`config.mk`:
```
export PLATFORM = sky130hd
export DESIGN_NAME = hcube_router
export DESIGN_NICKNAME = d
export VERILOG_FILES = /design/src/rtl/hcr_pkg.sv /design/src/rtl/hcr_route.sv /design/src/rtl/hcr_outsel.sv /design/src/rtl/hcube_router.sv
export SDC_FILE = /design/constraint.sdc
export NUM_CORES = 1
export LEC_CHECK = 0
export ABC_CLOCK_PERIOD_IN_PS = 12400
export BUFFER_PORTS_ARGS = -buffer_cell sky130_fd_sc_hd__buf_2
export CAP_MARGIN = 20
export CORE_UTILIZATION = 50
export DETAILED_ROUTE_END_ITERATION = 7
export PLACE_DENSITY_LB_ADDON = 0.2
export SYNTH_ARGS = -nofsm -noshare
export SYNTH_HDL_FRONTEND = slang
export SYNTH_SLANG_ARGS = --single-unit
```
`constraint.sdc`:
```
create_clock -name clk -period 12.4 [get_ports clk]
set_clock_uncertainty 0.1 [all_clocks]
set_input_delay 3.72 -clock clk [delete_from_list [all_inputs] [get_ports clk]]
set_output_delay 3.72 -clock clk [all_outputs]
set_load 0.005 [all_outputs]
```
`src/rtl/hcr_pkg.sv`:
```
package hcr_pkg;
   // bit 0 set: flit opens a path; bit 1 set: flit closes a path
   typedef enum logic [1:0] {
      FK_MID   = 2'b00,
      FK_OPEN  = 2'b01,
      FK_CLOSE = 2'b10,
      FK_SOLO  = 2'b11
   } flit_kind_e;

   function automatic logic kind_opens(input logic [1:0] k);
      return k[0];
   endfunction

   function automatic logic kind_closes(input logic [1:0] k);
      return k[1];
   endfunction
endpackage

```
`src/rtl/hcr_route.sv`:
```
module hcr_route #(
   parameter int DIM = 3,
   parameter logic [DIM-1:0] NODE_ID = 3'b010,
   localparam int PW = $clog2(DIM + 1)
) (
   input  logic [DIM-1:0] dest,
   output logic [PW-1:0]  port
);
   logic [DIM-1:0] diff;

   assign diff = dest ^ NODE_ID;

   // lowest differing bit wins; no difference selects the local port
   always_comb begin
      port = PW'(DIM);
      for (int k = DIM - 1; k >= 0; k--) begin
         if (diff[k]) port = PW'(k);
      end
   end
endmodule

```
`src/rtl/hcr_outsel.sv`:
```
module hcr_outsel #(
   parameter int NP = 4,
   localparam int IW = $clog2(NP)
) (
   input  logic          clk,
   input  logic          rst_n,
   input  logic [NP-1:0] req,
   input  logic          xfer,
   input  logic          opens,
   input  logic          closes,
   output logic          sel_ok,
   output logic [IW-1:0] sel_idx
);
   logic          locked;
   logic [IW-1:0] owner;

   always_comb begin
      sel_ok  = locked;
      sel_idx = owner;
      if (!locked) begin
         for (int i = NP - 1; i >= 0; i--) begin
            if (req[i]) begin
               sel_ok  = 1'b1;
               sel_idx = IW'(i);
            end
         end
      end
   end

   always_ff @(posedge clk) begin
      if (!rst_n) begin
         locked <= 1'b0;
         owner  <= '0;
      end else if (xfer) begin
         if (closes) begin
            locked <= 1'b0;
         end else if (opens) begin
            locked <= 1'b1;
            owner  <= sel_idx;
         end
      end
   end

   // a claim persists with the same owner until a closing flit moves
   p_claim_hold_r5: assert property (@(posedge clk) disable iff (!rst_n)
      (locked && !(xfer && closes)) |=> (locked && $stable(owner)));

   // a moved closing flit frees the output
   p_claim_free_r5: assert property (@(posedge clk) disable iff (!rst_n)
      (xfer && closes) |=> !locked);

   // without a transfer the claim state is unchanged
   p_idle_keep_r8: assert property (@(posedge clk) disable iff (!rst_n)
      !xfer |=> $stable(locked));
endmodule

```
`src/rtl/hcube_router.sv`:
```
module hcube_router #(
   parameter int DIM = 3,
   parameter logic [DIM-1:0] NODE_ID = 3'b010,
   parameter int DW = 16,
   localparam int NP = DIM + 1,
   localparam int IW = $clog2(NP)
) (
   input  logic              clk,
   input  logic              rst_n,
   input  logic [NP-1:0]     in_valid,
   output logic [NP-1:0]     in_ready,
   input  logic [2*NP-1:0]   in_kind,
   input  logic [DW*NP-1:0]  in_data,
   output logic [NP-1:0]     out_valid,
   input  logic [NP-1:0]     out_ready,
   output logic [2*NP-1:0]   out_kind,
   output logic [DW*NP-1:0]  out_data
);
   import hcr_pkg::*;

   if (DIM < 1 || DIM > 16) begin : g_bad_dim
      $error("hcube_router: DIM must lie in 1..16");
   end
   if (DW < DIM) begin : g_bad_dw
      $error("hcube_router: DW must hold a DIM-bit destination");
   end

   logic [1:0]    kind_i  [NP];
   logic [DW-1:0] data_i  [NP];
   logic [IW-1:0] route_i [NP];
   logic [NP-1:0] req     [NP];
   logic          sel_ok  [NP];
   logic [IW-1:0] sel_idx [NP];
   logic [1:0]    okind   [NP];
   logic [NP-1:0] claim   [NP];

   for (genvar i = 0; i < NP; i++) begin : g_in
      assign kind_i[i] = in_kind[2*i +: 2];
      assign data_i[i] = in_data[DW*i +: DW];

      hcr_route #(.DIM(DIM), .NODE_ID(NODE_ID)) u_route (
         .dest (data_i[i][DIM-1:0]),
         .port (route_i[i])
      );
   end

   for (genvar o = 0; o < NP; o++) begin : g_out
      for (genvar i = 0; i < NP; i++) begin : g_req
         assign req[o][i] = in_valid[i] & kind_opens(kind_i[i]) & (route_i[i] == IW'(o));
      end

      assign okind[o]          = kind_i[sel_idx[o]];
      assign out_valid[o]      = sel_ok[o] & in_valid[sel_idx[o]];
      assign out_kind[2*o +: 2] = okind[o];
      assign out_data[DW*o +: DW] = data_i[sel_idx[o]];

      hcr_outsel #(.NP(NP)) u_sel (
         .clk     (clk),
         .rst_n   (rst_n),
         .req     (req[o]),
         .xfer    (out_valid[o] & out_ready[o]),
         .opens   (kind_opens(okind[o])),
         .closes  (kind_closes(okind[o])),
         .sel_ok  (sel_ok[o]),
         .sel_idx (sel_idx[o])
      );

      if (o < DIM) begin : g_link_chk
         localparam logic [DIM-1:0] LOW_MASK = DIM'((64'd1 << o) - 64'd1);
         logic [DIM-1:0] hx;
         assign hx = out_data[DW*o +: DIM] ^ NODE_ID;
         // an opening flit on link o differs from the node at bit o and nowhere below
         p_link_route_r3: assert property (@(posedge clk) disable iff (!rst_n)
            (out_valid[o] && out_kind[2*o]) |-> (hx[o] && ((hx & LOW_MASK) == '0)));
      end else begin : g_eject_chk
         // the local output carries only flits addressed to this node
         p_eject_dest_r2: assert property (@(posedge clk) disable iff (!rst_n)
            (out_valid[o] && out_kind[2*o]) |-> (out_data[DW*o +: DIM] == NODE_ID));
      end

      // an output transfer is always matched by its source input transfer
      p_xfer_pair_r8: assert property (@(posedge clk) disable iff (!rst_n)
         (out_valid[o] && out_ready[o]) |-> (in_valid[sel_idx[o]] && in_ready[sel_idx[o]]));
   end

   // claim[i][o]: output o currently serves input i
   always_comb begin
      for (int i = 0; i < NP; i++) begin
         claim[i]    = '0;
         in_ready[i] = 1'b0;
         for (int o = 0; o < NP; o++) begin
            if (sel_ok[o] && sel_idx[o] == IW'(i)) begin
               claim[i][o] = 1'b1;
               if (out_ready[o]) in_ready[i] = 1'b1;
            end
         end
      end
   end

   for (genvar i = 0; i < NP; i++) begin : g_in_chk
      // an input is served by at most one output at a time
      p_one_claim_r10: assert property (@(posedge clk) disable iff (!rst_n)
         $countones(claim[i]) <= 1);
   end
endmodule

```
==> run summary, run 1 <==
The run finished, with violations left. The checks that failed: DRC. The final sum of negative setup slack came out at 0 ps.

The placed instance area is 4080 um^2. Leaving out filler cells and counting taps, the final layout contains 505. The average size of a mapped cell came out at 11.4 um^2. The setup fix buffers added after clock tree synthesis came out at 0.

After synthesis, the share of flip-flops with an asynchronous set or reset is 0%. The worst min-delay path category is flop to flop. The worst path needs 9850 ps of the cycle, external delays included. The final layout net count came out at 511.

The average wire per cell in the routed design is 21.2 um. The total count of hold-check failures in the final report is 0. Counting stages on the worst path, the most repeated cell is buf_2.

During synthesis, Yosys emitted a total of 0 warnings. With fillers left out, the area of the finished cells amounts to 4130 um^2. The worst path buffer plus inverter count came out at 2. Setup violations remaining at the end of the flow were counted as 0. The die area came out at 7020 um^2. The ratio of cells with drive above 1 in the final layout came out at 61.7%. In the global route stage, overall resource usage came out at 30.4%. The startpoint identified for the worst hold timing path is g_out[3].u_sel.owner[0]. The proportion of netlist area held by the largest area contributor is 45.8%. The startpoint type of the worst setup path is an input pin.

The max-capacitance violation count came out at 0. In this design, the stage delay of the slowest critical-path cell is 710 ps. The met3 capacity usage during global routing came out at 4.55%. Across all register-to-register paths, the minimum setup slack is 9830 ps. The end of the worst hold path is g_out[3].u_sel.owner[0]. The area of the placeable core came out at 6420 um^2. Clock-pin slew was measured on the worst setup and hold paths at 60 ps. The layout-stage area growth over the synthesis result is 23.5%. The number of buffers added by the clock tree synthesis step came out at 3.

The worst hold path was traced through 2 stages. The post-cts gate resize count is 0. The overall die width is 83.8 um. The type of destination of the critical path is an output pin.

The sequential cell area fraction in the yosys report is 7.18%. Counting cells, the worst reg-to-reg path comes to 7. The clock passes through at most 2 buffers. The tree is rooted in a clkbuf_8.

When the netlist entered floorplanning its net count stood at 375. The post-place setup slack came out at 2530 ps. Among all stages on the critical path, the largest delay is contributed by a21oi_4.

Summed over all instances, the cell type with the most area after synthesis is mux4_2. The largest fanout on the critical path came out at 21. The count of boundary I/O pins came out at 162. The synthesized netlist cell count is 293. The remaining number of nets flagged by the antenna check after routing came out at 0. The data arrival time of the critical path is 6030 ps. The wire-length estimate of the detail-placed layout is 8220 um. The via count of the first global-routing pass is 3277. The iteration-0 DRC count of the detailed router came out at 237.

The number of vias in the routed layout came out at 3470. Timing would allow up to 101 MHz. In this run the critical register-to-register path is captured at g_out[3].u_sel.owner[1]. Setup repair after global routing left no endpoint under its margin. The analysis attributes to cell leakage a power of 1.79 nW.

The number of flip-flops and latches in the synthesized netlist is 12. CTS built an H-tree with a depth of 1. The normalized max-slew margin is 33.3%. The measured slew at the worst slew-check pin came out at 1000 ps. The worst path setup slack after routing came out at 2550 ps. The vertical die dimension came out at 83.8 um. After global routing, the most crowded layer is met2. The met1 track demand over resource in global routing came out at 39.3%. Data on the critical path is required at its endpoint by 8580 ps.

The number of enable-type register cells in the synthesized netlist came out at 0. Traced cell by cell, the critical path runs through buf_2 -> and4b_1 -> o2bb2ai_1 -> a21oi_1 -> a21oi_4 -> mux4_2 -> buf_2. The initialized floorplan defines 29 standard-cell rows. The worst register-to-register path begins at g_out[3].u_sel.locked. Dividing the final minimum period by the clock period gives 79.5%. The maximum number of pins on one net before global-route repair came out at 24. The total iterations of the first detailed-routing run came out at 8. The met2 routing resource usage after global routing came out at 51.6%. The routed wire length came out at 10700 um. The starting density of the core came out at 52.1%.

Dividing total power by cell area gives a power density of 55.5 nW/um^2. The max-slew violation count is 0. The number of placed instances, taps included is 501. For this run, design rule violations remaining after detail routing come to 21. The number of filler cells placed in the layout came out at 516.

The first-pass GRT wire length came out at 16800 um. The via density per instance came out at 6.87. The number of hold-repair buffers added at the cts stage came out at 0. In this design, the largest share of critical-path delay is due to compound AO/OA/AOI/OAI gates. By area the synthesized netlist is led by mux4_2 46%, dfxtp_1 7.2%, mux2i_1 3.9%. The worst hold slack is 373 ps. Synthesis instantiated 63 different standard cells from the library. After layout, the design draws a total of 0.229 mW. The clock insertion delay at the later pin of the skew report is 250 ps. The peak supply drop is 62.2 uV. The count of buffers inserted at the top-level ports came out at 161. The setup path with the least slack is of type input pin to output pin. The total inserted antenna cells is 0. The initial antenna violation count came out at 0. TritonCTS built the clock tree. The aggregate global routing overflow came out at 0. Measured on the finished design, the core utilization comes to 64.3%. At the end of routability-driven placement, the weighted congestion stood at 0.900. The post-synth design cell area came out at 3350 um^2. The most frequently used flop master after synthesis is dfxtp_1.

The TritonCTS sink count came out at 12.
-- final cells by class --
| type | instances | area (um^2) | share of cell area, % |
|---|---|---|---|
| clock buffer | 4 | 55.1 | 1.33 |
| multi-input combinational | 233 | 2860 | 69.2 |
| inverter | 16 | 60.1 | 1.45 |
| timing repair buffer | 163 | 821 | 19.9 |
| tap | 77 | 96.3 | 2.33 |
| sequential | 12 | 240 | 5.81 |
-- tightest hold or removal path, stage by stage (launching register included) --
cell and delay, ps:
dfxtp_1 320, nand2_1 50, mux2i_1 50
-- synthesized netlist by cell type (all sizes together), types with 2 or more instances --
library cell and instances:
a211oi 3, nand3 8, o221a 3, mux2i 13, a222oi 2, o22a 5
nor3 6, nor2 12, a21oi 12, nand2 25, nand4b 4, nand3b 3
inv 16, buf 27, a211o 2, o211ai 2, and2 4, dfxtp 12
o21a 2, o22ai 7, a31oi 3, nand4bb 3, clkbuf 5, nor2b 3
and3 4, mux4 72, a22oi 2, nand2b 2, and4b 3, o221ai 4
o21ai 10, a41oi 2
-- worst max-delay path by stage --
stage,to,slack (ps),startpoint,cells past startpoint
6_report,out_data[62],2550,in_valid[3],7
5_1_grt,out_data[62],2350,in_valid[3],7
4_1_cts,out_data[62],2530,in_valid[3],7
3_5_place_dp,out_data[62],2530,in_valid[3],7
3_3_place_gp,out_data[59],2580,in_valid[3],7
2_1_floorplan,out_data[49],3230,in_kind[2],7
-- cell usage in the layout, fill, tap and decap left out, types with 5 or more instances in the layout --
| cell | n |
|---|---|
| buf_2 | 161 |
| mux4_2 | 68 |
| nand2_1 | 25 |
| inv_1 | 14 |
| mux2i_1 | 13 |
| dfxtp_1 | 12 |
| a21oi_1 | 11 |
| nor2_1 | 10 |
| o21ai_0 | 9 |
| nand3_1 | 7 |
| nor3_1 | 5 |
-- flip-flops by register name (all words and copies together) (netlist names) --
signal and cells:
g_out.u_sel.locked 4, g_out.u_sel.owner 8
-- cell families after synthesis --
| group | count (synthesis) | synth area share [%] |
|---|---|---|
| AO/OA/AOI/OAI | 67 | 16.8 |
| buffers and inverters | 48 | 8.00 |
| flip-flops | 12 | 7.18 |
| multiplexers | 86 | 53.1 |
| AND/OR/NAND/NOR | 80 | 14.8 |
-- metal layers --
metal	vias up	part of all wire (%)
li1	1519	-
met1	1708	38
met2	217	51
met3	26	8.3
met4	0	2.8
met5	-	0
-- report_power, final --
group / internal [mW] / leakage, nW / switching, mW
clock: 0.0282 / 0.0288 / 0.0176
combinational: 0.0747 / 1.66 / 0.0682
sequential: 0.0391 / 0.0968 / 0.00147
total: 0.142 / 1.79 / 0.0873
Note: power is estimated with default switching activity, not from simulation.
==> run 2, diff against run 1 <==
Settings changed: ABC_AREA set to 1, ABC_CLOCK_PERIOD_IN_PS 12400 to 8130, CORE_UTILIZATION 50 to 44.
Clock period 12.4 ns to 8.13 ns, I/O delays scaled along.
==> run 2 against run 1 <==
Net effect: the run now ends clean; critical path type unchanged; worst setup slack worse by 1700 ps; die area up 16%; via count up 46%; area after synthesis up 2.1%; combinational power up 85%; sequential share of layout area down 0.11 points; flip-flop and latch count unchanged.
==> run summary, run 2 <==
The TritonCTS sink count was 12 (unchanged). The remaining number of nets flagged by the antenna check after routing was 0 (unchanged). The data arrival time of the critical path came to 4720 ps (was 6030 ps).

Critical-path cell list: buf_2 -> nand2_1 -> nor3_1 -> nor2_1 -> a21boi_0 -> nand2_1 -> o2111ai_1 -> buf_2 (was buf_2 -> and4b_1 -> o2bb2ai_1 -> a21oi_1 -> a21oi_4 -> mux4_2 -> buf_2). The count of buffers inserted at the top-level ports came out at 161 (unchanged). The ratio of cells with drive above 1 in the final layout came to 30.9% (was 61.7%). The layout-stage area growth over the synthesis result came out at 23.2% (was 23.5%).

The clock-pin slew of the registers on the worst-case setup and hold paths is 50 ps (was 60 ps). The worst path setup slack after routing came out at 871 ps (was 2550 ps). The mux share of post-synthesis cell area came out at 0% (was 53.1%). Most frequent cells after synthesis: 133 x nand2_1, 109 x inv_1, 64 x a22oi_1, 64 x o221ai_1, 53 x nand3_1 (was 68 x mux4_2, 25 x nand2_1, 14 x buf_4, 14 x inv_1, 13 x mux2i_1).

The count of boundary I/O pins is 162 (unchanged). The peak supply drop came out at 60.2 uV (was 62.2 uV). The clock insertion delay at the later pin of the skew report came out at 250 ps (about the same). The via density per instance came out at 6.16 (was 6.87). The synthesized netlist cell count came out at 587 (was 293). The max-capacitance violation count is 0 (unchanged).

The portion of the clock cycle consumed by the worst path in the final layout is 89.3%. The number of nets produced by synthesis came out at 669 (was 375). The placed instance area is 4170 um^2 (was 4080 um^2). The clock tree from TritonCTS is done (unchanged). The logic depth of the worst register-to-register path came out at 13 (was 7). The worst path buffer plus inverter count came out at 2 (unchanged). The final critical delay including setup and external delays came out at 7260 ps. The finished layout cell area came to 4210 um^2 (was 4130 um^2). The total count of hold-check failures in the final report is 0 (unchanged). The main combinational cell family by area after synthesis was simple AND/OR/NAND/NOR gates (was multiplexers).

The via count of the first global-routing pass came to 4701 (was 3277). The measured slew at the worst slew-check pin is 870 ps (was 1000 ps). The worst setup slack for register-to-register paths is 6000 ps (was 9830 ps). The first-pass GRT wire length came out at 22600 um (was 16800 um). The aggregate global routing overflow is 0 (unchanged).

The sum of net half-perimeters after detailed placement came out at 10700 um (was 8220 um). The leading cell type by number of instances after synthesis is nand2_1 (was mux4_2). The largest delay contributor family on the critical path was simple AND/OR/NAND/NOR gates (was compound AO/OA/AOI/OAI gates).

The cell type with the largest total area after synthesis is o221ai_1 (was mux4_2). The maximum number of pins on one net before global-route repair came to 19 (was 24). The delay of the slowest critical-path stage is 550 ps (was 710 ps). Commonest cells after routing, fill and taps aside: 161 x buf_2, 133 x nand2_1, 109 x inv_1 (was 161 x buf_2, 68 x mux4_2, 25 x nand2_1).

The normalized max-slew margin is 41.9% (was 33.3%). The number of enable-type register cells in the synthesized netlist came out at 0 (unchanged). The largest buffer count on any clock path was 2 (unchanged). The total area of sequential cells came out at 240 um^2 (unchanged).

The most frequently used flop master after synthesis is dfxtp_1 (unchanged). The clock root buffer master is clkbuf_8 (unchanged). The power per cell area is 91.0 nW/um^2 (was 55.5 nW/um^2). The post-synth design cell area is 3420 um^2 (was 3350 um^2). The setup fix buffers added after clock tree synthesis is 0 (unchanged). The final core area utilization came out at 57.1% (was 64.3%). The max-slew violation count was 0 (unchanged). The critical path start-end classification is input pin to output pin (unchanged).

The number of buffers added by the clock tree synthesis step is 3 (unchanged). Result of the run: finished, final reports clean (was finished, violations left). The row count came to 31 (was 29). The adder-cell share of the synthesized area came to 0% (unchanged).

The largest fanout on the critical path came out at 17 (was 21). The upper clock frequency limit is 138 MHz. The routed wire length came out at 14300 um (was 10700 um). The number of filler cells placed in the layout came out at 777 (was 516). The standard cell with the maximum stage delay on the critical path is nand2_1 (was a21oi_4).

The number of vias in the routed layout is 5073 (was 3470). The number of flip-flops in the largest register is 8 (unchanged). The area share of and/or/nand/nor cells after synthesis is 38.7% (was 14.8%).

The initial antenna violation count is 0 (unchanged). The post-cts gate resize count came out at 0 (unchanged). The leakage power is 2.22 nW (was 1.79 nW). The number of flip-flops and latches in the synthesized netlist came out at 12 (unchanged). The number of H-tree levels is 1 (unchanged). The proportion of synthesized flip-flops having asynchronous set or reset is 0% (unchanged). The start of the worst register-to-register path is g_out[0].u_sel.locked (was g_out[3].u_sel.locked).

The startpoint type of the worst setup path was an input pin (unchanged). The total iterations of the first detailed-routing run was 6 (was 8). The final layout net count is 808 (was 511).

The number of hold-repair buffers added at the cts stage came out at 0 (unchanged). The die area is 8120 um^2 (was 7020 um^2). The global-route usage over all layers came out at 33.5% (was 30.4%). RSZ-0062 raised after global routing: false (unchanged). The number of failing setup endpoints in the final timing report came out at 0 (unchanged).

The number of unique standard cell types used by synthesis came out at 33 (was 63). The register with the highest flop count is g_out.u_sel.owner (unchanged). The final weighted congestion in routability-driven placement came out at 0.951 (was 0.900). The iteration-0 DRC count of the detailed router is 550 (was 237). The average size of a mapped cell was 5.82 um^2 (was 11.4 um^2).

The worst endpoint required time came to 5590 ps (was 8580 ps). The share of the synthesized netlist area taken by xor and xnor gates is 0% (unchanged). The starting density of the core is 46.4% (was 52.1%). The vertical die dimension came out at 90.1 um (was 83.8 um).

The number of logic stages on the critical path including buffering is 8 (was 7). The sequential cell area fraction in the yosys report came out at 7.03% (was 7.18%). Top cells by area, synth: o221ai_1 16%, nand2_1 15%, a22oi_1 14% (was mux4_2 46%, dfxtp_1 7.2%, mux2i_1 3.9%). The footprint of the multi-input gates is 2540 um^2 (was 2860 um^2).

The cell count of the worst hold path is 2 (unchanged). The overall die width was 90.1 um (was 83.8 um). The end of the worst hold path is g_out[3].u_sel.owner[1] (was g_out[3].u_sel.owner[0]). The total inserted antenna cells is 0 (unchanged). The post-synthesis compound-gate area fraction came out at 35.7% (was 16.8%). The hold path startpoint is g_out[3].u_sel.owner[1] (was g_out[3].u_sel.owner[0]).

The most common cell after layout, fill and taps aside is buf_2 (unchanged). The worst min-delay path category was flop to flop (unchanged). The number of remaining DRC errors is 0 (was 21).

The end of the worst register-to-register path is g_out[0].u_sel.owner[0] (was g_out[3].u_sel.owner[1]). The type of destination of the critical path is an output pin (unchanged). The proportion of netlist area held by the largest area contributor is 16.4% (was 45.8%). The number of synthesis warnings came out at 0 (unchanged).

The area of the placeable core came out at 7370 um^2 (was 6420 um^2). The average wire per cell in the routed design is 17.3 um (was 21.2 um). The final sum of negative setup slack came to 0 ps (unchanged). The post-place setup slack is 963 ps (was 2530 ps). Registers with the most flip-flops: g_out.u_sel.owner x8, g_out.u_sel.locked x4 (unchanged).
==> run 2: cell count changes after synthesis, sizes merged, moves of 13 or more <==
cell	change
nand3	+50
inv	+105
nand2	+126
a22oi	+62
mux2i	-13
nor2	+42
mux4	-72
o221ai	+60
==> run 2: how the worst max path moves through the flow <==
stage | endpoint | startpoint
after floorplan | out_data[38] | in_data[16]
after global placement | in_ready[0] | in_kind[0]
after detailed placement | in_ready[0] | in_kind[0]
after CTS | in_ready[0] | in_kind[0]
after global routing | in_ready[0] | in_kind[0]
final | in_ready[0] | in_kind[0]
==> run 2: logic make-up after synthesis <==
group | Yosys count
simple gates | 277
compound gates | 149
buf+inv | 149
flops | 12
==> run 2: layout make-up <==
class                           instances  area share [%]
Multi-Input combinational cell        426            60.3
Sequential cell                        12            5.71
Timing Repair Buffer                  161            19.1
Clock buffer                            3           0.981
Inverter                              122            10.9
Tap cell                               99            2.94
==> run 2: worst register-to-register path, delay by kind of cell, from the launching register on <==
family	cells	cell delay, ps
and+or+nand+nor	11	1330
DFF	1	440
buffers and inverters	2	150
==> run 2: metal layers <==
metal | up-vias | global-route usage [%] | part of all wire [%]
met2 | 375 | 57.3 | 47
met5 | - | 0 | 0
met3 | 48 | 2.88 | 10
met1 | 2315 | 42.3 | 39
li1 | 2335 | - | -
met4 | 0 | 15.3 | 3.0
==> run 2: per-stage QoR <==
step | total power [mW] | std cells | hold slack [ps]
final | 0.383 | 823 | 385
after global routing | 0.406 | 823 | 408
after CTS | 0.378 | 823 | 386
after detailed placement | 0.321 | 820 | 375
after global placement | 0.317 | 820 | 370
after floorplan | 0.218 | 587 | 355
==> run 2: power breakdown <==
part	switching (mW)	internal [mW]	total [mW]	leakage, nW
Sequential	0.00119	0.0600	0.0612	0.0968
Combinational	0.162	0.103	0.265	2.10
Clock	0.0244	0.0328	0.0572	0.0216
